[config.mk]
export PLATFORM = sky130hd
export DESIGN_NAME = sci_wake_rx
export DESIGN_NICKNAME = d
export VERILOG_FILES = /design/src/rtl/rxw_pkg.sv /design/src/rtl/rxw_frame.sv /design/src/rtl/rxw_idle.sv /design/src/rtl/rxw_flags.sv /design/src/rtl/sci_wake_rx.sv
export SDC_FILE = /design/constraint.sdc
export NUM_CORES = 1
export LEC_CHECK = 0
export CORE_MARGIN = 1
export CORE_UTILIZATION = 30
export DETAILED_ROUTE_END_ITERATION = 10
export MAX_ROUTING_LAYER = met4
export REMOVE_ABC_BUFFERS = 1
export SYNTH_ARGS = -nofsm -noshare
export SYNTH_HDL_FRONTEND = slang
export SYNTH_SLANG_ARGS = --single-unit
[constraint.sdc]
create_clock -name clk -period 1.9 [get_ports clk]
set_input_delay 0.38 -clock clk [delete_from_list [all_inputs] [get_ports clk]]
set_output_delay 0.38 -clock clk [all_outputs]
set_load 0.01 [all_outputs]
[src/rtl/rxw_pkg.sv]
package rxw_pkg;

    localparam int WORD_W = 9;

    typedef enum logic [1:0] {
        RX_HUNT,
        RX_START,
        RX_DATA,
        RX_STOP
    } rx_state_e;

    typedef struct packed {
        logic [WORD_W-1:0] word;
        logic              mark;
        logic              par_bad;
    } rx_result_t;

    // last received data bit, which is the address mark
    function automatic logic last_bit(input logic [WORD_W-1:0] w, input logic nine);
        return nine ? w[8] : w[7];
    endfunction

    // parity mismatch over every data bit, parity position included
    function automatic logic parity_bad(input logic [WORD_W-1:0] w, input logic nine,
                                        input logic odd);
        logic [WORD_W-1:0] bits;
        bits = nine ? w : {1'b0, w[7:0]};
        return (^bits) != odd;
    endfunction

endpackage

[src/rtl/rxw_frame.sv]
module rxw_frame
    import rxw_pkg::*;
#(
    parameter int OVS = 16
) (
    input  logic              clk,
    input  logic              rst,
    input  logic              tick,
    input  logic              rxd,
    input  logic              nine,
    output logic              done,
    output logic [WORD_W-1:0] word,
    output logic              in_frame
);
    localparam int CW = $clog2(OVS);
    localparam logic [CW-1:0] POS_LAST = CW'(OVS - 1);
    localparam logic [CW-1:0] MAJ_A    = CW'(OVS / 2 - 2);
    localparam logic [CW-1:0] MAJ_B    = CW'(OVS / 2 - 1);
    localparam logic [CW-1:0] MAJ_C    = CW'(OVS / 2);
    localparam logic [CW-1:0] MID      = CW'(OVS / 2 - 1);

    rx_state_e         st;
    logic [CW-1:0]     tcnt;
    logic [CW-1:0]     pos;
    logic [3:0]        bidx;
    logic [WORD_W-1:0] shreg;
    logic [1:0]        maj;
    logic              maj_high;
    logic [3:0]        last_idx;

    assign pos      = (tcnt == POS_LAST) ? '0 : tcnt + 1'b1;
    assign maj_high = (maj[0] & maj[1]) | (maj[0] & rxd) | (maj[1] & rxd);
    assign last_idx = nine ? 4'd8 : 4'd7;
    assign in_frame = (st != RX_HUNT);

    always_ff @(posedge clk) begin
        if (rst) begin
            st    <= RX_HUNT;
            tcnt  <= '0;
            bidx  <= '0;
            shreg <= '0;
            maj   <= '0;
            done  <= 1'b0;
            word  <= '0;
        end else begin
            done <= 1'b0;
            if (tick) begin
                unique case (st)
                    RX_HUNT: begin
                        if (!rxd) begin
                            st   <= RX_START;
                            tcnt <= '0;
                        end
                    end
                    RX_START: begin
                        tcnt <= pos;
                        if (pos == MAJ_A) maj[0] <= rxd;
                        if (pos == MAJ_B) maj[1] <= rxd;
                        if (pos == MAJ_C && maj_high) begin
                            st <= RX_HUNT;
                        end else if (pos == '0) begin
                            st    <= RX_DATA;
                            bidx  <= '0;
                            shreg <= '0;
                        end
                    end
                    RX_DATA: begin
                        tcnt <= pos;
                        if (pos == MID) begin
                            if (nine) shreg <= {rxd, shreg[WORD_W-1:1]};
                            else      shreg <= {1'b0, rxd, shreg[WORD_W-2:1]};
                        end
                        if (pos == '0) begin
                            if (bidx == last_idx) st <= RX_STOP;
                            else                  bidx <= bidx + 1'b1;
                        end
                    end
                    RX_STOP: begin
                        tcnt <= pos;
                        if (pos == MID) begin
                            done <= 1'b1;
                            word <= shreg;
                        end
                        if (pos == '0) begin
                            st   <= rxd ? RX_HUNT : RX_START;
                            tcnt <= '0;
                        end else if (pos > MID && !rxd) begin
                            st   <= RX_START;
                            tcnt <= '0;
                        end
                    end
                    default: st <= RX_HUNT;
                endcase
            end
        end
    end

endmodule

[src/rtl/rxw_idle.sv]
module rxw_idle #(
    parameter int OVS = 16
) (
    input  logic clk,
    input  logic rst,
    input  logic tick,
    input  logic rxd,
    input  logic nine,
    input  logic long_mode,
    input  logic in_frame,
    output logic idle_evt
);
    localparam int LW = $clog2(11 * OVS + 1);
    localparam logic [LW-1:0] LIM8 = LW'(10 * OVS - 1);
    localparam logic [LW-1:0] LIM9 = LW'(11 * OVS - 1);

    logic [LW-1:0] cnt;
    logic          armed;
    logic          cnt_en;
    logic [LW-1:0] lim;

    assign lim    = nine ? LIM9 : LIM8;
    assign cnt_en = !long_mode || !in_frame;

    always_ff @(posedge clk) begin
        if (rst) begin
            cnt      <= '0;
            armed    <= 1'b0;
            idle_evt <= 1'b0;
        end else begin
            idle_evt <= 1'b0;
            if (tick) begin
                if (!rxd) begin
                    cnt   <= '0;
                    armed <= 1'b1;
                end else if (cnt_en && armed) begin
                    if (cnt == lim) begin
                        idle_evt <= 1'b1;
                        armed    <= 1'b0;
                        cnt      <= '0;
                    end else begin
                        cnt <= cnt + 1'b1;
                    end
                end
            end
        end
    end


    long_idle_outside_frame_chk: assert property (@(posedge clk) disable iff (rst)
        (idle_evt && $past(long_mode)) |-> !$past(in_frame));

endmodule

[src/rtl/rxw_flags.sv]
module rxw_flags
    import rxw_pkg::*;
(
    input  logic              clk,
    input  logic              rst,
    input  logic              done,
    input  logic [WORD_W-1:0] word,
    input  logic              nine,
    input  logic              par_en,
    input  logic              par_odd,
    input  logic              wake_addr,
    input  logic              idle_evt,
    input  logic              sleep_set,
    input  logic              rd_ack,
    input  logic              idle_clr,
    output logic [WORD_W-1:0] data,
    output logic              full,
    output logic              ovr,
    output logic              perr,
    output logic              idle,
    output logic              asleep
);
    rx_result_t res;
    logic       full_eff;
    logic       addr_wake;
    logic       deliver;
    logic       wake_now;

    always_comb begin
        res.word    = word;
        res.mark    = last_bit(word, nine);
        res.par_bad = par_en && parity_bad(word, nine, par_odd);
    end

    assign full_eff  = full && !rd_ack;
    assign addr_wake = wake_addr && done && res.mark;
    assign deliver   = !asleep || addr_wake;
    assign wake_now  = asleep && (addr_wake || (!wake_addr && idle_evt));

    always_ff @(posedge clk) begin
        if (rst) begin
            data   <= '0;
            full   <= 1'b0;
            ovr    <= 1'b0;
            perr   <= 1'b0;
            idle   <= 1'b0;
            asleep <= 1'b0;
        end else begin
            if (rd_ack) begin
                full <= 1'b0;
                ovr  <= 1'b0;
                perr <= 1'b0;
            end
            if (idle_clr) idle <= 1'b0;
            if (sleep_set) asleep <= 1'b1;
            if (wake_now) asleep <= 1'b0;
            if (done && deliver) begin
                if (full_eff) begin
                    ovr <= 1'b1;
                end else begin
                    data <= res.word;
                    full <= 1'b1;
                    perr <= res.par_bad;
                end
            end
            if (idle_evt && !asleep) idle <= 1'b1;
        end
    end


    ovr_keeps_data_chk: assert property (@(posedge clk) disable iff (rst)
        (done && full && !rd_ack) |=> $stable(data));


    sleep_no_flag_chk: assert property (@(posedge clk) disable iff (rst)
        (asleep && !addr_wake) |=> (!$rose(full) && !$rose(idle)));


    ack_clear_chk: assert property (@(posedge clk) disable iff (rst)
        (rd_ack && !done) |=> (!full && !ovr));


    idle_clr_chk: assert property (@(posedge clk) disable iff (rst)
        (idle_clr && !idle_evt) |=> !idle);

endmodule

[src/rtl/sci_wake_rx.sv]
module sci_wake_rx
    import rxw_pkg::*;
#(
    parameter int OVS = 16
) (
    input  logic              clk,
    input  logic              rst,
    input  logic              baud_tick,
    input  logic              rxd_in,
    input  logic              cfg_nine,
    input  logic              cfg_par_en,
    input  logic              cfg_par_odd,
    input  logic              cfg_idle_long,
    input  logic              cfg_wake_addr,
    input  logic              rx_ie,
    input  logic              idle_ie,
    input  logic              sleep_set,
    input  logic              rd_ack,
    input  logic              idle_clr,
    output logic [WORD_W-1:0] rx_data,
    output logic              rx_full,
    output logic              overrun,
    output logic              par_err,
    output logic              idle_flag,
    output logic              asleep,
    output logic              rx_irq,
    output logic              idle_irq
);
    logic [1:0]        sync;
    logic              rxd;
    logic              done;
    logic [WORD_W-1:0] word;
    logic              in_frame;
    logic              idle_evt;

    always_ff @(posedge clk) begin
        if (rst) sync <= 2'b11;
        else     sync <= {sync[0], rxd_in};
    end
    assign rxd = sync[1];

    rxw_frame #(.OVS(OVS)) u_frame (
        .clk      (clk),
        .rst      (rst),
        .tick     (baud_tick),
        .rxd      (rxd),
        .nine     (cfg_nine),
        .done     (done),
        .word     (word),
        .in_frame (in_frame)
    );

    rxw_idle #(.OVS(OVS)) u_idle (
        .clk       (clk),
        .rst       (rst),
        .tick      (baud_tick),
        .rxd       (rxd),
        .nine      (cfg_nine),
        .long_mode (cfg_idle_long),
        .in_frame  (in_frame),
        .idle_evt  (idle_evt)
    );

    rxw_flags u_flags (
        .clk       (clk),
        .rst       (rst),
        .done      (done),
        .word      (word),
        .nine      (cfg_nine),
        .par_en    (cfg_par_en),
        .par_odd   (cfg_par_odd),
        .wake_addr (cfg_wake_addr),
        .idle_evt  (idle_evt),
        .sleep_set (sleep_set),
        .rd_ack    (rd_ack),
        .idle_clr  (idle_clr),
        .data      (rx_data),
        .full      (rx_full),
        .ovr       (overrun),
        .perr      (par_err),
        .idle      (idle_flag),
        .asleep    (asleep)
    );

    assign rx_irq   = rx_ie && (rx_full || overrun);
    assign idle_irq = idle_ie && idle_flag;

endmodule

# After elaboration in Yosys (flattened, before gate mapping)

Index checks and enable logic that the tools add are counted.

$add $sub $neg: 3
$lt $le $gt $ge: 1
Eq/ne operators: 21
Multiplexer cells: 47
Bitwise operators: 10
Reductions and logical operators: 43

Operator list:

| cell                                                   | number |
|---|---|
| 2-to-1 mux 9 bit                                       | 5 |
| 2-to-1 mux 4 bit                                       | 9 |
| 2-to-1 mux 8 bit                                       | 3 |
| 2-to-1 mux 1 bit                                       | 18 |
| one-hot mux 9 bit (2 select lines)                     | 1 |
| 2-to-1 mux 2 bit                                       | 7 |
| logical AND 1 bit                                      | 13 |
| inequality test 2 x 1 -> 1 bit (second input constant) | 6 |
| one-hot mux 4 bit (3 select lines)                     | 1 |
| AND reduction 3 bit                                    | 4 |
| AND reduction 6 bit                                    | 2 |
| XOR reduction 9 bit                                    | 1 |
| adder 4 x 1 -> 4 bit (second input constant)           | 2 |
| adder 8 x 1 -> 8 bit (second input constant)           | 1 |
| == test 4 x 3 -> 1 bit (second input constant)         | 2 |
| == test 4 bit (second input constant)                  | 2 |
| == test 8 bit                                          | 1 |
| one-hot mux 2 bit (4 select lines)                     | 1 |
| one-hot mux 4 bit (2 select lines)                     | 1 |
| zero test 1 bit                                        | 6 |
| 2-to-1 mux 6 bit                                       | 1 |
| inequality test 2 bit (second input constant)          | 3 |
| inequality test 3 x 1 -> 1 bit (second input constant) | 2 |
| AND reduction 2 bit                                    | 3 |
| other kinds (16)                                       | 30 |

Flip-flop bits (word level): 57
Logic and storage cells: 143

# Logic depth before layout (Yosys ltp)

Depth after elaboration: 7
Depth in mapped cells: 8
Mapped depth without buffers: 7

# By module

From an unflattened synthesis, not the netlist that was laid out.

Cells, all modules: 320
Area, all modules: 2915.3 sq um

By module, submodules not included:

| module      | instances | cells an instance | area an instance (sq um) |
|---|---|---|---|
| rxw_frame   | 1         | 182               | 1669.1 |
| rxw_flags   | 1         | 77                | 664.4 |
| rxw_idle    | 1         | 55                | 515.5 |
| sci_wake_rx | 1         | 6                 | 66.3 |

# Worst setup path after synthesis

Ideal clock, no wire load.

Kind: register to register
Start: register u_frame.tcnt[0]
End: register u_frame.st[0]
Setup time: 0.088 ns
Data arrival time: 1.786 ns
Data required time: 1.812 ns
Setup slack: 0.025 ns
Cell stages (with the launch flop): 8
Buffers on the path: 1
Period minus slack after synthesis: 1.875 ns
Cell sequence: dfxtp_1 > ha_1 > buf_6 > and3_4 > a211o_2 > o21bai_1 > and4_1 > o32ai_2

Longest elaborated chain between the ends: 6
Elaborated cells on any way between the ends: 15

RTL lines:

| item                                                                                       | line                             | source |
|---|---|---|
| start: declaration                                                                         | rxw_frame.sv:23                  | `logic [CW-1:0] tcnt;` |
| start signal: assignment                                                                   | rxw_frame.sv:56                  | `tcnt <= pos;` |
| start signal: assignment                                                                   | rxw_frame.sv:68                  | `tcnt <= pos;` |
| start signal: assignment                                                                   | rxw_frame.sv:79                  | `tcnt <= pos;` |
| adder 4 x 1 -> 4 bit / == test 4 bit (equally long branches)                               | rxw_frame.sv:31                  | `assign pos = (tcnt == POS_LAST) ? '0 : tcnt + 1'b1;` |
| 2-to-1 mux 4 bit (*)                                                                       | rxw_frame.sv:31                  |  |
| greater-than comparator 4 x 3 -> 1 bit / == test 4 bit (equally long branches)             | rxw_frame.sv:87, rxw_frame.sv:59 |  |
| logical AND 1 bit (on tied branches)                                                       | rxw_frame.sv:87, rxw_frame.sv:59 |  |
| inequality test 3 x 1 -> 1 bit (no line) / 2-to-1 mux 2 bit (equally long branches)        | n/a                              |  |
| AND reduction 6 bit (no line) / one-hot mux 2 bit (4 select lines) (equally long branches) | n/a                              |  |
| end signal: assignment                                                                     | rxw_frame.sv:85                  | `st <= rxd ? RX_HUNT : RX_START;` |
| end: declaration                                                                           | rxw_frame.sv:22                  | `rx_state_e st;` |

Every way passes the cells marked *; elsewhere a longest branch is shown, timed or not.
A chain may end at the register's enable or synchronous reset.

# Final worst setup path

Start: input idle_ie
End: output idle_irq

Longest elaborated chain between the ends: 1

RTL lines:

| item               | line              | source |
|---|---|---|
| start: declaration | sci_wake_rx.sv:16 | `input logic idle_ie,` |
| logical AND 1 bit  | sci_wake_rx.sv:86 | `assign idle_irq = idle_ie && idle_flag;` |
| end: declaration   | sci_wake_rx.sv:27 | `output logic idle_irq` |

No other way between the ends.

==> flow_metrics.tcl <==
set metrics [dict create \
    wl_per_cell_um 13.0 \
    synth-edff-count 0 \
    yosys_warnings 0 \
    dr.pass1.iters 4 \
    r2r_start "u_frame.tcnt[0]" \
    cts.sinks 57 \
    synth.area.top_cells "dfxtp_1 39%, a21oi_1 5.3%, ha_1 4.7%" \
    grt_pass1_wl_mm 12.1 \
    start_util_pct 31.3 \
    routed_via_density 4.94 \
    n_fill_cell 974 \
    ant_nets 0 \
    critPathLaunchType "primary input" \
    netlist.area_leader.share_pct 38.9 \
    pin_count 30 \
    cts_setup_buffers 0 \
    route.detailed.drc 0 \
    critPathKind "in -> out" \
    fp.coreArea_um2 9370 \
    crit_fanout 1 \
    peakVddDrop_uv 379 \
    ff2ff_path_depth 6 \
    status "finished clean" \
    yosys-mux-area-fraction_pct 4.47 \
    overflow 0 \
    hold-path-endpoint "sync[1]" \
    finalInstanceArea_um2 3870 \
    clockBufferDepth 2 \
    ys_seq_area_share_pct 38.9 \
    antenna_found_initial 0 \
    rrSetupSlack_ns 0.06 \
    finalCritPeriodShare_pct 97.2 \
    slew_violations 0 \
    grt_pass1_vias 2591 \
    die_x_um 101 \
    finish.utilization_pct 41.3 \
    maxCapViolCount 0 \
    cts_buffers 9 \
    clk_pin_slew_ns 0.06 \
    place_area_um2 3580 \
    grt_max_degree 21 \
    place_hpwl_mm 5.00 \
    place.gp.congestion 0.851 \
    r2r-end "u_frame.st[0]" \
    num_antenna_cells 0 \
    synth_area_leader_cell "dfxtp_1" \
    fin_ws_ns 0.0532 \
    fin_crit_ns 1.85 \
    place_ws_ns -0.157 \
    die_area_um2 10200 \
    cts_tree "built" \
    slew_headroom_pct 68.4 \
    netlist_area_um2 2940 \
    syn-instance-count 341 \
    startpoint "idle_ie" \
    hp-class "reg -> reg" \
    async_flop_share_pct 0 \
    finalSetupViolCount 0 \
    synth_fa_ha_area_share_pct 5.03 \
    yosysMostFrequentCell "dfxtp_1" \
    setup-tns-final_ns 0 \
    clk_latency_ns 0.34 \
    die_h_um 101 \
    cts.htree.levels 3 \
    worstPathArrival_ns 1.47 \
    clk_root_buffer_cell "clkbuf_8" \
    synth_compound_area_share_pct 20.3 \
    max_freq_mhz 541 \
    portBuffers 29 \
    p_leak_nw 1.47 \
    tightest_slew_ns 0.473 \
    drive_above_1_share_pct 17.9 \
    yosys_register_bits 57 \
    synth_cell_type_count 63 \
    via_count 2627 \
    track_usage_pct 15.5 \
    worstHoldStart "sync[0]" \
    power.density_nw_per_um2 699 \
    synth-xor-area-share_pct 4.77 \
    end_kind "primary output" \
    nets 423 \
    clock_skew_ns 0.00670 \
    dr.first_iter.drc_count 163 \
    rows 35 \
    hold_buffers 0 \
    areaGrowthSynthToFinish_pct 31.8 \
    yosys.area_share.simple_pct 22.3 \
    whs_ns 0.411 \
    syn_area_per_cell_um2 8.61 \
    cp.required_ns 1.52 \
    routed_wl_mm 6.93 \
    finalHoldViolations 0 \
    synth_commonest_cells "57 x dfxtp_1, 32 x nor2_1, 31 x a21oi_1" \
    synth_top_family_by_area "simple AND/OR/NAND/NOR gates" \
    min_path_cells 1 \
    synthFlopType "dfxtp_1" \
]
==> worst max path at each step <==
stage | end | slack (ns)
floorplan | u_frame.word[0] | -0.27
detailed placement | u_frame.bidx[3] | -0.16
CTS | u_frame.st[0] | 0.01
global placement | u_frame.bidx[3] | -0.14
global route | u_frame.bidx[3] | -0.007
finish | idle_irq | 0.05
==> final cells by class <==
class	count	area, um^2	area share (%)
inverters	12	45.0	1.16
flip-flops and latches	57	1150	29.6
repair buffers	62	563	14.5
well taps	129	161	4.17
clock inverters	7	95.1	2.46
clock buffers	9	124	3.20
multi-input cells	256	1740	44.8
==> per-stage QoR <==
step | std cells | total power, mW
after floorplan | 325 | 1.35
after global placement | 516 | 1.46
after detailed placement | 516 | 1.46
after CTS | 532 | 2.73
after global routing | 532 | 2.82
final | 532 | 2.71
==> sequential cells by signal (all words and copies together), names as in the netlist, 2 cells and up, named ones only <==
| register | flops |
|---|---|
| u_flags.data | 9 |
| u_frame.shreg | 9 |
| u_frame.word | 9 |
| u_idle.cnt | 8 |
| u_frame.bidx | 4 |
| u_frame.tcnt | 4 |
| sync | 2 |
| u_frame.maj | 2 |
==> power breakdown <==
group	switching [mW]	internal (mW)
Clock	0.522	0.737
Combinational	0.115	0.108
Sequential	0.0143	1.21
==> worst max-delay path, cell delays in order <==
cell and delay, ns:
clkdlybuf4s50_1 0.45, and2_1 0.11, clkdlybuf4s50_1 0.52
==> cells by family (layout without fill, tap and decap cells) <==
family	count (synthesis)	after routing
fa+ha+maj	12	12
simple gates	125	125
compound gates	90	90
flops	57	57
buf+inv	28	90
mux	13	13
xor+xnor	16	16
==> layer usage <==
| layer | global-route usage (%) | vias up | wire length [um] |
|---|---|---|---|
| li1 | - | 1344 | - |
| met4 | 4.01 | 0 | 62 |
| met2 | 24.3 | 50 | 3240 |
| met3 | 4.72 | 4 | 283 |
| met1 | 19.3 | 1229 | 3350 |
| met5 | - | - | 0 |
==> layout by cell type, fill, tap and decap left out, drive strengths merged, types with 2 or more instances in the layout <==
cell type	count
or4	2
o31ai	8
xnor2	7
and2	5
xor2	9
o32ai	2
mux2i	12
or2	2
a21oi	33
or3	3
nand3	22
o22ai	4
nand2	22
bufinv	2
o21ai	19
o211ai	5
ha	11
dfxtp	57
clkdlybuf4s50	29
nand2b	5
clkinv	5
a21boi	4
and3	5
nand4b	2
clkbuf	9
buf	33
inv	11
nor2	32
nor3	6
nor2b	3
nand4	9
a21o	3
==> timing repair <==
| item | in CTS | in global routing |
|---|---|---|
| setup endpoints to repair | 9 | 19 |
| pin swaps | 0 | 5 |
| gates resized for setup | 2 | 14 |
(Power assumes the default switching activity.)
